## src/rtl/vfm_pkg.sv

```systemverilog
package vfm_pkg;

    typedef enum logic [1:0] {
        LANE_B8    = 2'd0,
        LANE_B16   = 2'd1,
        LANE_B32   = 2'd2,
        LANE_B32_X = 2'd3
    } lane_sz_e;

    typedef enum logic [1:0] {
        CC_ZERO_FIRST = 2'd0,
        CC_A_SMALLER  = 2'd1,
        CC_A_LARGER   = 2'd2,
        CC_NOTHING    = 2'd3
    } vfm_cc_e;

    localparam int unsigned NUM_LANE_SIZES = 3;

endpackage

```

## src/rtl/vfm_lane_scan.sv

```systemverilog
module vfm_lane_scan #(
    parameter int unsigned VBYTES = 16,
    parameter int unsigned EBYTES = 1,
    localparam int unsigned VW    = VBYTES * 8,
    localparam int unsigned IDXW  = $clog2(VBYTES + 1)
) (
    input  logic [VW-1:0]   op_a,
    input  logic [VW-1:0]   op_b,
    output logic [IDXW-1:0] diff_off,
    output logic [IDXW-1:0] zero_off,
    output logic            a_below
);
    localparam int unsigned EW    = EBYTES * 8;
    localparam int unsigned NLANE = VBYTES / EBYTES;

    // Walk from the last lane down to lane 0, so the lowest lane wins.
    always_comb begin
        diff_off = IDXW'(VBYTES);
        zero_off = IDXW'(VBYTES);
        a_below  = 1'b0;
        for (int i = NLANE - 1; i >= 0; i--) begin
            logic [EW-1:0] la;
            logic [EW-1:0] lb;
            la = op_a[VW-1-i*EW -: EW];
            lb = op_b[VW-1-i*EW -: EW];
            if (la != lb) begin
                diff_off = IDXW'(i * EBYTES);
                a_below  = (la < lb);
            end
            if (la == '0) begin
                zero_off = IDXW'(i * EBYTES);
            end
        end
    end

endmodule

```

## src/rtl/vfm_cc_gen.sv

```systemverilog
module vfm_cc_gen
    import vfm_pkg::*;
#(
    parameter int unsigned VBYTES = 16,
    localparam int unsigned IDXW  = $clog2(VBYTES + 1)
) (
    input  logic [IDXW-1:0] diff_off,
    input  logic [IDXW-1:0] zero_off,
    input  logic            a_below,
    input  logic            zero_en,
    output logic [IDXW-1:0] first_off,
    output vfm_cc_e         cc_code
);
    localparam logic [IDXW-1:0] NONE = IDXW'(VBYTES);

    logic [IDXW-1:0] zero_eff;

    always_comb begin
        zero_eff  = zero_en ? zero_off : NONE;
        first_off = (zero_eff < diff_off) ? zero_eff : diff_off;
        if ((zero_eff == NONE) && (diff_off == NONE)) begin
            cc_code = CC_NOTHING;
        end else if (zero_eff < diff_off) begin
            cc_code = CC_ZERO_FIRST;
        end else if (a_below) begin
            cc_code = CC_A_SMALLER;
        end else begin
            cc_code = CC_A_LARGER;
        end
    end

endmodule

```

## src/rtl/vfm_top.sv

```systemverilog
module vfm_top
    import vfm_pkg::*;
#(
    parameter int unsigned VBYTES = 16,
    localparam int unsigned VW    = VBYTES * 8,
    localparam int unsigned HW    = VW / 2,
    localparam int unsigned IDXW  = $clog2(VBYTES + 1)
) (
    input  logic          clk,
    input  logic          rst_n,
    input  logic          in_valid,
    input  logic [1:0]    lane_sz,
    input  logic          zero_en,
    input  logic [VW-1:0] vec_a,
    input  logic [VW-1:0] vec_b,
    output logic          out_valid,
    output logic [VW-1:0] result,
    output logic [1:0]    cc
);

    typedef struct packed {
        logic            vld;
        logic [IDXW-1:0] off;
        logic [1:0]      code;
    } vfm_state_t;

    logic [IDXW-1:0] diff_arr [NUM_LANE_SIZES];
    logic [IDXW-1:0] zero_arr [NUM_LANE_SIZES];
    logic            below_arr[NUM_LANE_SIZES];

    // One scanner per lane width.
    for (genvar g = 0; g < NUM_LANE_SIZES; g++) begin : g_scan
        vfm_lane_scan #(
            .VBYTES (VBYTES),
            .EBYTES (1 << g)
        ) u_scan (
            .op_a     (vec_a),
            .op_b     (vec_b),
            .diff_off (diff_arr[g]),
            .zero_off (zero_arr[g]),
            .a_below  (below_arr[g])
        );
    end

    logic [IDXW-1:0] diff_sel;
    logic [IDXW-1:0] zero_sel;
    logic            below_sel;
    logic [IDXW-1:0] first_off;
    vfm_cc_e         cc_code;

    always_comb begin
        case (lane_sz_e'(lane_sz))
            LANE_B8: begin
                diff_sel  = diff_arr[0];
                zero_sel  = zero_arr[0];
                below_sel = below_arr[0];
            end
            LANE_B16: begin
                diff_sel  = diff_arr[1];
                zero_sel  = zero_arr[1];
                below_sel = below_arr[1];
            end
            default: begin
                diff_sel  = diff_arr[2];
                zero_sel  = zero_arr[2];
                below_sel = below_arr[2];
            end
        endcase
    end

    vfm_cc_gen #(
        .VBYTES (VBYTES)
    ) u_cc (
        .diff_off  (diff_sel),
        .zero_off  (zero_sel),
        .a_below   (below_sel),
        .zero_en   (zero_en),
        .first_off (first_off),
        .cc_code   (cc_code)
    );

    vfm_state_t st_d, st_q;

    always_comb begin
        st_d     = st_q;
        st_d.vld = in_valid;
        if (in_valid) begin
            st_d.off  = first_off;
            st_d.code = cc_code;
        end
    end

    always_ff @(posedge clk) begin
        if (!rst_n) begin
            st_q <= '0;
        end else begin
            st_q <= st_d;
        end
    end

    assign out_valid = st_q.vld;
    assign result    = {{(HW - IDXW){1'b0}}, st_q.off, {HW{1'b0}}};
    assign cc        = st_q.code;

    // strobe follows input by one cycle; outputs hold while idle
    p_strobe_r1: assert property (@(posedge clk) disable iff (!rst_n)
        in_valid |=> out_valid);
    p_idle_r1: assert property (@(posedge clk) disable iff (!rst_n)
        !in_valid |=> (!out_valid && $stable(result) && $stable(cc)));
    // index never exceeds the not-found value
    p_idx_bound_r3: assert property (@(posedge clk) disable iff (!rst_n)
        out_valid |-> (result[VW-1:HW] <= VBYTES));
    // lower doubleword is always zero
    p_low_zero_r5: assert property (@(posedge clk) disable iff (!rst_n)
        out_valid |-> (result[HW-1:0] == '0));
    // code 3 only with the not-found index
    p_nothing_r6: assert property (@(posedge clk) disable iff (!rst_n)
        (out_valid && cc == 2'd3) |-> (result[VW-1:HW] == VBYTES));
    // code 0 requires zero search
    p_zero_code_r7: assert property (@(posedge clk) disable iff (!rst_n)
        (in_valid && !zero_en) |=> (cc != 2'd0));

endmodule

```

## config.mk

```make
export PLATFORM = sky130hd
export DESIGN_NAME = vfm_top
export DESIGN_NICKNAME = d
export VERILOG_FILES = /design/src/rtl/vfm_pkg.sv /design/src/rtl/vfm_lane_scan.sv /design/src/rtl/vfm_cc_gen.sv /design/src/rtl/vfm_top.sv
export SDC_FILE = /design/constraint.sdc
export NUM_CORES = 1
export LEC_CHECK = 0
export BUFFER_PORTS_ARGS = -buffer_cell sky130_fd_sc_hd__buf_2
export CORE_AREA = 2 2 154 156
export DETAILED_ROUTE_END_ITERATION = 10
export DIE_AREA = 0 0 156 158
export PLACE_DENSITY_LB_ADDON = 0.15
export RECOVER_POWER = 100
export SLEW_MARGIN = 0
export SYNTH_ARGS = -nofsm -noshare
export SYNTH_HDL_FRONTEND = slang
export SYNTH_SLANG_ARGS = --single-unit
```

## constraint.sdc

```tcl
create_clock -name clk -period 4.57 [get_ports clk]
set_input_delay 0.2285 -clock clk [delete_from_list [all_inputs] [get_ports clk]]
set_output_delay 0.2285 -clock clk [all_outputs]
set_load 0.02 [all_outputs]
```

==> Word-level counts from Yosys, hierarchy flattened <==
Cells that the tools add are included.
{ "totals": {"reg_bits": 8, "wordCells": 185, "out_inout_bits": 131, "input_bits": 262} }
{ "op_classes": {"n_eq_ne": 31, "n_lt_le_gt_ge": 29, "muxes": 92, "reduce_logical": 30} }
{ "op_table": {"columns": ["cell", "n"], "rows": [
  ["$mux 5", 58],
  ["$logic_not 16->1", 8],
  ["$logic_not 32->1", 4],
  ["$logic_not 8->1", 16],
  ["$lt 16x16->1", 8],
  ["$lt 32x32->1", 4],
  ["$lt 8x8->1", 16],
  ["$ne 16x16->1", 8],
  ["$ne 32x32->1", 4],
  ["$ne 8x8->1", 16],
  ["$mux 1", 28],
  ["$pmux 5 s2", 2],
  ["$eq 5x5->1 const B", 2],
  ["$mux 2", 3],
  ["$lt 5x5->1", 1],
  ["$eq 2x1->1 const B", 1],
  ["$logic_not 2->1", 1],
  ["$pmux 1 s2", 1],
  ["$logic_and 1x1->1", 1]
]} }

==> Depth between registers and ports, before layout <==
{ "logic_depth": {"ltp_word": 22, "depth_mapped": 18, "ltp_nobuf": 18} }

==> Cells and area by module <==
A second synthesis with hierarchy kept.
{ "unflattened": {"cells_unflattened": 1841, "area_unflattened_um2": 13016.2} }
{ "modules_own_cells": {"columns": ["module", "instances", "area_each_um2", "cells_per_inst", "seq_area_each_um2"], "rows": [
  ["vfm_lane_scan (g_scan[0].u_scan)", 1, 3951.3, 580, 0.0],
  ["vfm_lane_scan (g_scan[1].u_scan)", 1, 3733.6, 535, 0.0],
  ["vfm_lane_scan (g_scan[2].u_scan)", 1, 3638.5, 510, 0.0],
  ["vfm_top", 1, 1442.6, 184, 160.2],
  ["vfm_cc_gen", 1, 250.2, 32, 0.0]
]} }

==> Worst setup path before layout <==
OpenSTA, ideal clock, no wires.
{ "synth_timing": {"kind": "in2reg", "startpoint": "input port vec_a[37]", "endpoint": "register st_q (netlist bit result[67])", "arrival_ns": 3.497, "required_time_ns": 4.454, "slack_ns": 0.957, "cell_stages": 17, "setup_time_ns": 0.116, "path_buffers": 1, "path_cell_list": "or4_1 > or2_1 > clkbuf_1 > or3_1 > a22oi_1 > o21ai_0 > o311a_1 > ha_1 > a21o_1 > a21o_1 > a21oi_1 > o21a_1 > o31a_1 > a31oi_4 > or2_1 > a21oi_1 > nor2_1"} }
{ "synth_via": {"elab_chain_cells": 17, "elab_cells_between_ends": 53, "cone_classes": "order compare: 1; eq/ne: 3; mux: 46; reduce/logical: 3"} }
{ "synth_lines": {"columns": ["item", "line", "text"], "rows": [
  ["start: declaration", "vfm_top.sv:14", "input logic [VW-1:0] vec_a,"],
  ["$logic_not 8->1", "vfm_lane_scan.sv:30", "if (la == '0) begin"],
  ["$mux 5 (12 in series)", "vfm_lane_scan.sv:30", null],
  ["$pmux 5 s2", "vfm_top.sv:52", "case (lane_sz_e'(lane_sz))"],
  ["$mux 5", "vfm_cc_gen.sv:19", "zero_eff = zero_en ? zero_off : NONE;"],
  ["$lt 5x5->1", "vfm_cc_gen.sv:20", "first_off = (zero_eff < diff_off) ? zero_eff : diff_off;"],
  ["$mux 5 *", "vfm_cc_gen.sv:20", null],
  ["end signal: assignment", "vfm_top.sv:97", "st_q <= st_d;"],
  ["end: declaration", "vfm_top.sv:82", "vfm_state_t st_d, st_q;"]
]} }
Every way passes the cells marked *; elsewhere a longest branch is shown, timed or not.
A chain may end at the register's enable or synchronous reset.

==> Final worst setup path <==
{ "layout_timing": {"startpoint": "input port vec_a[55]", "endpoint": "register st_q (netlist bit result[67])"} }
{ "layout_via": {"elab_chain_cells": 15, "elab_cells_between_ends": 47, "cone_classes": "order compare: 1; eq/ne: 3; mux: 40; reduce/logical: 3"} }
{ "layout_lines": {"columns": ["item", "line"], "rows": [
  ["$logic_not 8->1", "vfm_lane_scan.sv:30"],
  ["$mux 5 (10 in series)", "vfm_lane_scan.sv:30"],
  ["$pmux 5 s2", "vfm_top.sv:52"],
  ["$mux 5", "vfm_cc_gen.sv:19"],
  ["$lt 5x5->1", "vfm_cc_gen.sv:20"],
  ["$mux 5 *", "vfm_cc_gen.sv:20"]
]} }
Marks and branches as above.

==> metrics.md <==
| Metric | Value |
|---|---|
| Main synth FF type | dfxtp_1 |
| Core area | 0.02305 mm^2 |
| DR vias | between 6000 and 7000 |
| Post-DP HPWL | roughly 20000 um |
| Worst Clk Skew | 0 ns |
| Share of cells above drive strength 1 | 23.71% |
| Flop-to-flop setup slack | approximately 3.8 ns |
| Hold Vio Cnt, Final | 0 |
| Initial antenna violation count | 1 |
| Iter 0 DRT Violations | 190 |
| Number of hold buffers added after CTS | 0 |
| Yosys top cell area share | between 20% and 30% |
| Async SR Flop Fraction | 0% |
| FF-to-FF End | result[68] |
| Die width | 156 um |
| DRC | 0 |
| Starting Density | a little over a quarter |
| N_diodes | 0 |
| Hold Path End | result[67] |
| Fin crit share | 85.18% |
| Top cells by area, synth | ha_1 (29%), buf_4 (15%), inv_1 (9.0%) |
| Die height | approximately 160 um |
| YS warnings | 0 |
| Remaining antenna violation count | 0 |
| I/O pin cnt | 393 |
| WS Path Type | in2reg |
| Tmin final | 3.893 ns |
| Syn Area/Cell | a little under 7 um^2 |
| CTS Sinks | 8 |
| Hold Startpoint | rst_n |
| Non-filler instance count after layout | 1471 |
| Worst Tran Pin Value | about 0.72 ns |
| Largest net degree at the start of global routing | 12 |
| Multi-input combinational cell area | about 0.0051 mm^2 |
| Die area | approximately 0.025 mm^2 |
| CTS buffer count | 3 |
| Seq. cell area | around 160 um^2 |
| PortBufs | between 200 and 300 |
| Clock root cell | clkbuf_16 |
| Vias in the first global route | between 6000 and 7000 |
| Commonest cells after routing, fill and taps aside | buf_2 (259), inv_1 (152), ha_1 (144) |
| Wire per inst | about 14 um |
| Fin Setup TNS | 0 ns |
| Commonest non-fill, non-tap cell in the layout | buf_2 |
| Worst-Skew Late Latency | ~0.23 ns |
| CTS Buffer Depth | 2 |
| GPL Wtd Cong | 0.8583 |
| CP Max Fanout | 9 |
| Overall power | ~800 uW |
| Fillers | between 2000 and 3000 |
| Area grow syn2layout | 20.88% |
| Post-synth EDFFs | 0 |
| H-tree Lvls | 1 |
| Reg2Reg Depth | 2 |
| Worst rel slew slack | about 51% |
| Synth Cell Area | between 0.006 and 0.007 mm^2 |
| Cts repair resizes | 0 |
| Final setup fails | 0 |
| Hold path cells | 3 |
| Unique cell type count in the Yosys netlist | between 60 and 70 |
| Via/cell ratio | approximately 4.6 |
| First-pass GRT wire length | around 32000 um |
| Sequential-to-total area share from yosys stat | roughly 2.5% |
| Final hold slack | 0.3093 ns |
| Fin nets | approximately 1600 |
| Clk pin slew, worst setup/hold paths | 0.04 ns |
| CTS tree | yes |
| Outcome | complete, no violations |
| VDD IR-drop max | about 67 uV |
| Leakage power | ~0.0044 uW |
| Cells after synthesis | 908 |
| PwrDens | about 110 mW/mm^2 |
| Area leader, netlist | ha_1 |
| Crit path DAT | between 4 and 5 ns |
| Gr usage total | about 16% |
| Global route overflow | 0 |
| Flip-flop and latch count after synthesis | 8 |
| DR pass1 iterations | 4 |
| Post CTS Setup Buffer Count | 0 |
| Critical R2R Launch | result[68] |
| Max Clk Rate | approximately 260 MHz |
| Unrepaired setup endpoints after global routing | false |
| Placed Instances | approximately 1500 |
| Post-Route WL | approximately 21000 um |
| Max-slew violations | 0 |
| Worst EP required | 4.69 ns |
| Startpoint types | input port |
| HP Class | in2reg |
| Total number of placement rows | 56 |
| Worst setup EP type | flop |
| Max-cap violations | 0 |
[worst max-delay path by stage]
stage	slack, ns	from	end	cells past startpoint
floorplan	0.96	vec_a[37]	result[67]	17
global placement	0.63	vec_a[48]	result[67]	17
detailed placement	0.55	vec_a[85]	result[67]	16
CTS	0.78	vec_a[85]	result[67]	16
global route	0.26	vec_a[21]	result[67]	17
finish	0.68	vec_a[55]	result[67]	18
[metal layers]
metal | share of wire, % | up-vias | track usage [%]
met2 | 50 | 230 | 30.34
met3 | 5.2 | 10 | 1.287
li1 | - | 3574 | -
met4 | 0.32 | 2 | 1.354
met1 | 45 | 2989 | 20.79
met5 | 0.062 | - | 0
[registers in the layout, summed over array words and instances, names as in the netlist]
register   flops
out_valid      1
result         5
cc             2
[worst max-delay path, stage by stage]
cell and delay, ns:
buf_2 0.11, ha_1 0.30, and4_1 0.26, and3_1 0.29
nand2_1 0.20, a31oi_1 0.32, o21bai_1 0.12, a311o_1 0.40
ha_1 0.19, a21o_1 0.17, a21o_1 0.17, a21oi_1 0.19
o21a_1 0.15, o31a_1 0.15, a31oi_1 0.25, or2_1 0.29
a21oi_1 0.14, nor2_1 0.06
[cell usage after synthesis (5+ instances only)]
| cell | number |
|---|---|
| o21ai_0 | 41 |
| a211oi_1 | 9 |
| nor3_1 | 6 |
| o31ai_1 | 5 |
| and3_1 | 22 |
| a31oi_1 | 13 |
| nand3_1 | 20 |
| nor2_1 | 31 |
| o211ai_1 | 9 |
| nor4_1 | 29 |
| a21o_1 | 10 |
| inv_1 | 152 |
| dfxtp_1 | 8 |
| nand4_1 | 38 |
| nand2_1 | 59 |
| and4_1 | 12 |
| or4_1 | 6 |
| a21oi_1 | 69 |
| and2_1 | 6 |
| buf_4 | 123 |
| o21a_1 | 12 |
| ha_1 | 144 |
| nand2b_1 | 7 |
[area by class of cell]
| cell class | instances | area share (%) |
|---|---|---|
| multi-input cells | 743 | 66.64 |
| repair buffers | 275 | 18.06 |
| inverters | 152 | 7.472 |
| well taps | 290 | 4.752 |
| flip-flops and latches | 8 | 2.097 |
| clock buffers | 3 | 0.9831 |
[through the flow]
stage | utilization, % | instance area [um^2] | setup WS (ns)
after floorplan | - | 6775 | 0.9571
after global placement | 32.93 | 7591 | 0.6273
after detailed placement | 32.93 | 7591 | 0.5456
after CTS | 33.26 | 7666 | 0.7835
after global routing | 33.13 | 7636 | 0.2578
final | 33.13 | 7636 | 0.6774
[power breakdown]
part / total [uW] / leakage, uW / internal (uW) / switching, uW
clock network: 149 / 0.0000370 / 113 / 35.7
registers: 76.3 / 0.0000659 / 74.3 / 2.00
logic: 592 / 0.00425 / 234 / 358
total: 817 / 0.00435 / 421 / 396
[kinds of logic after synthesis]
| group | share of synthesized area, % |
|---|---|
| compound gates | 21.67 |
| fa+ha+maj | 28.52 |
| buf+inv | 23.89 |
| flops | 2.535 |
| mux | 0.1585 |
| other cells | 0.05936 |
| simple gates | 23.17 |
(Power assumes the default switching activity.)
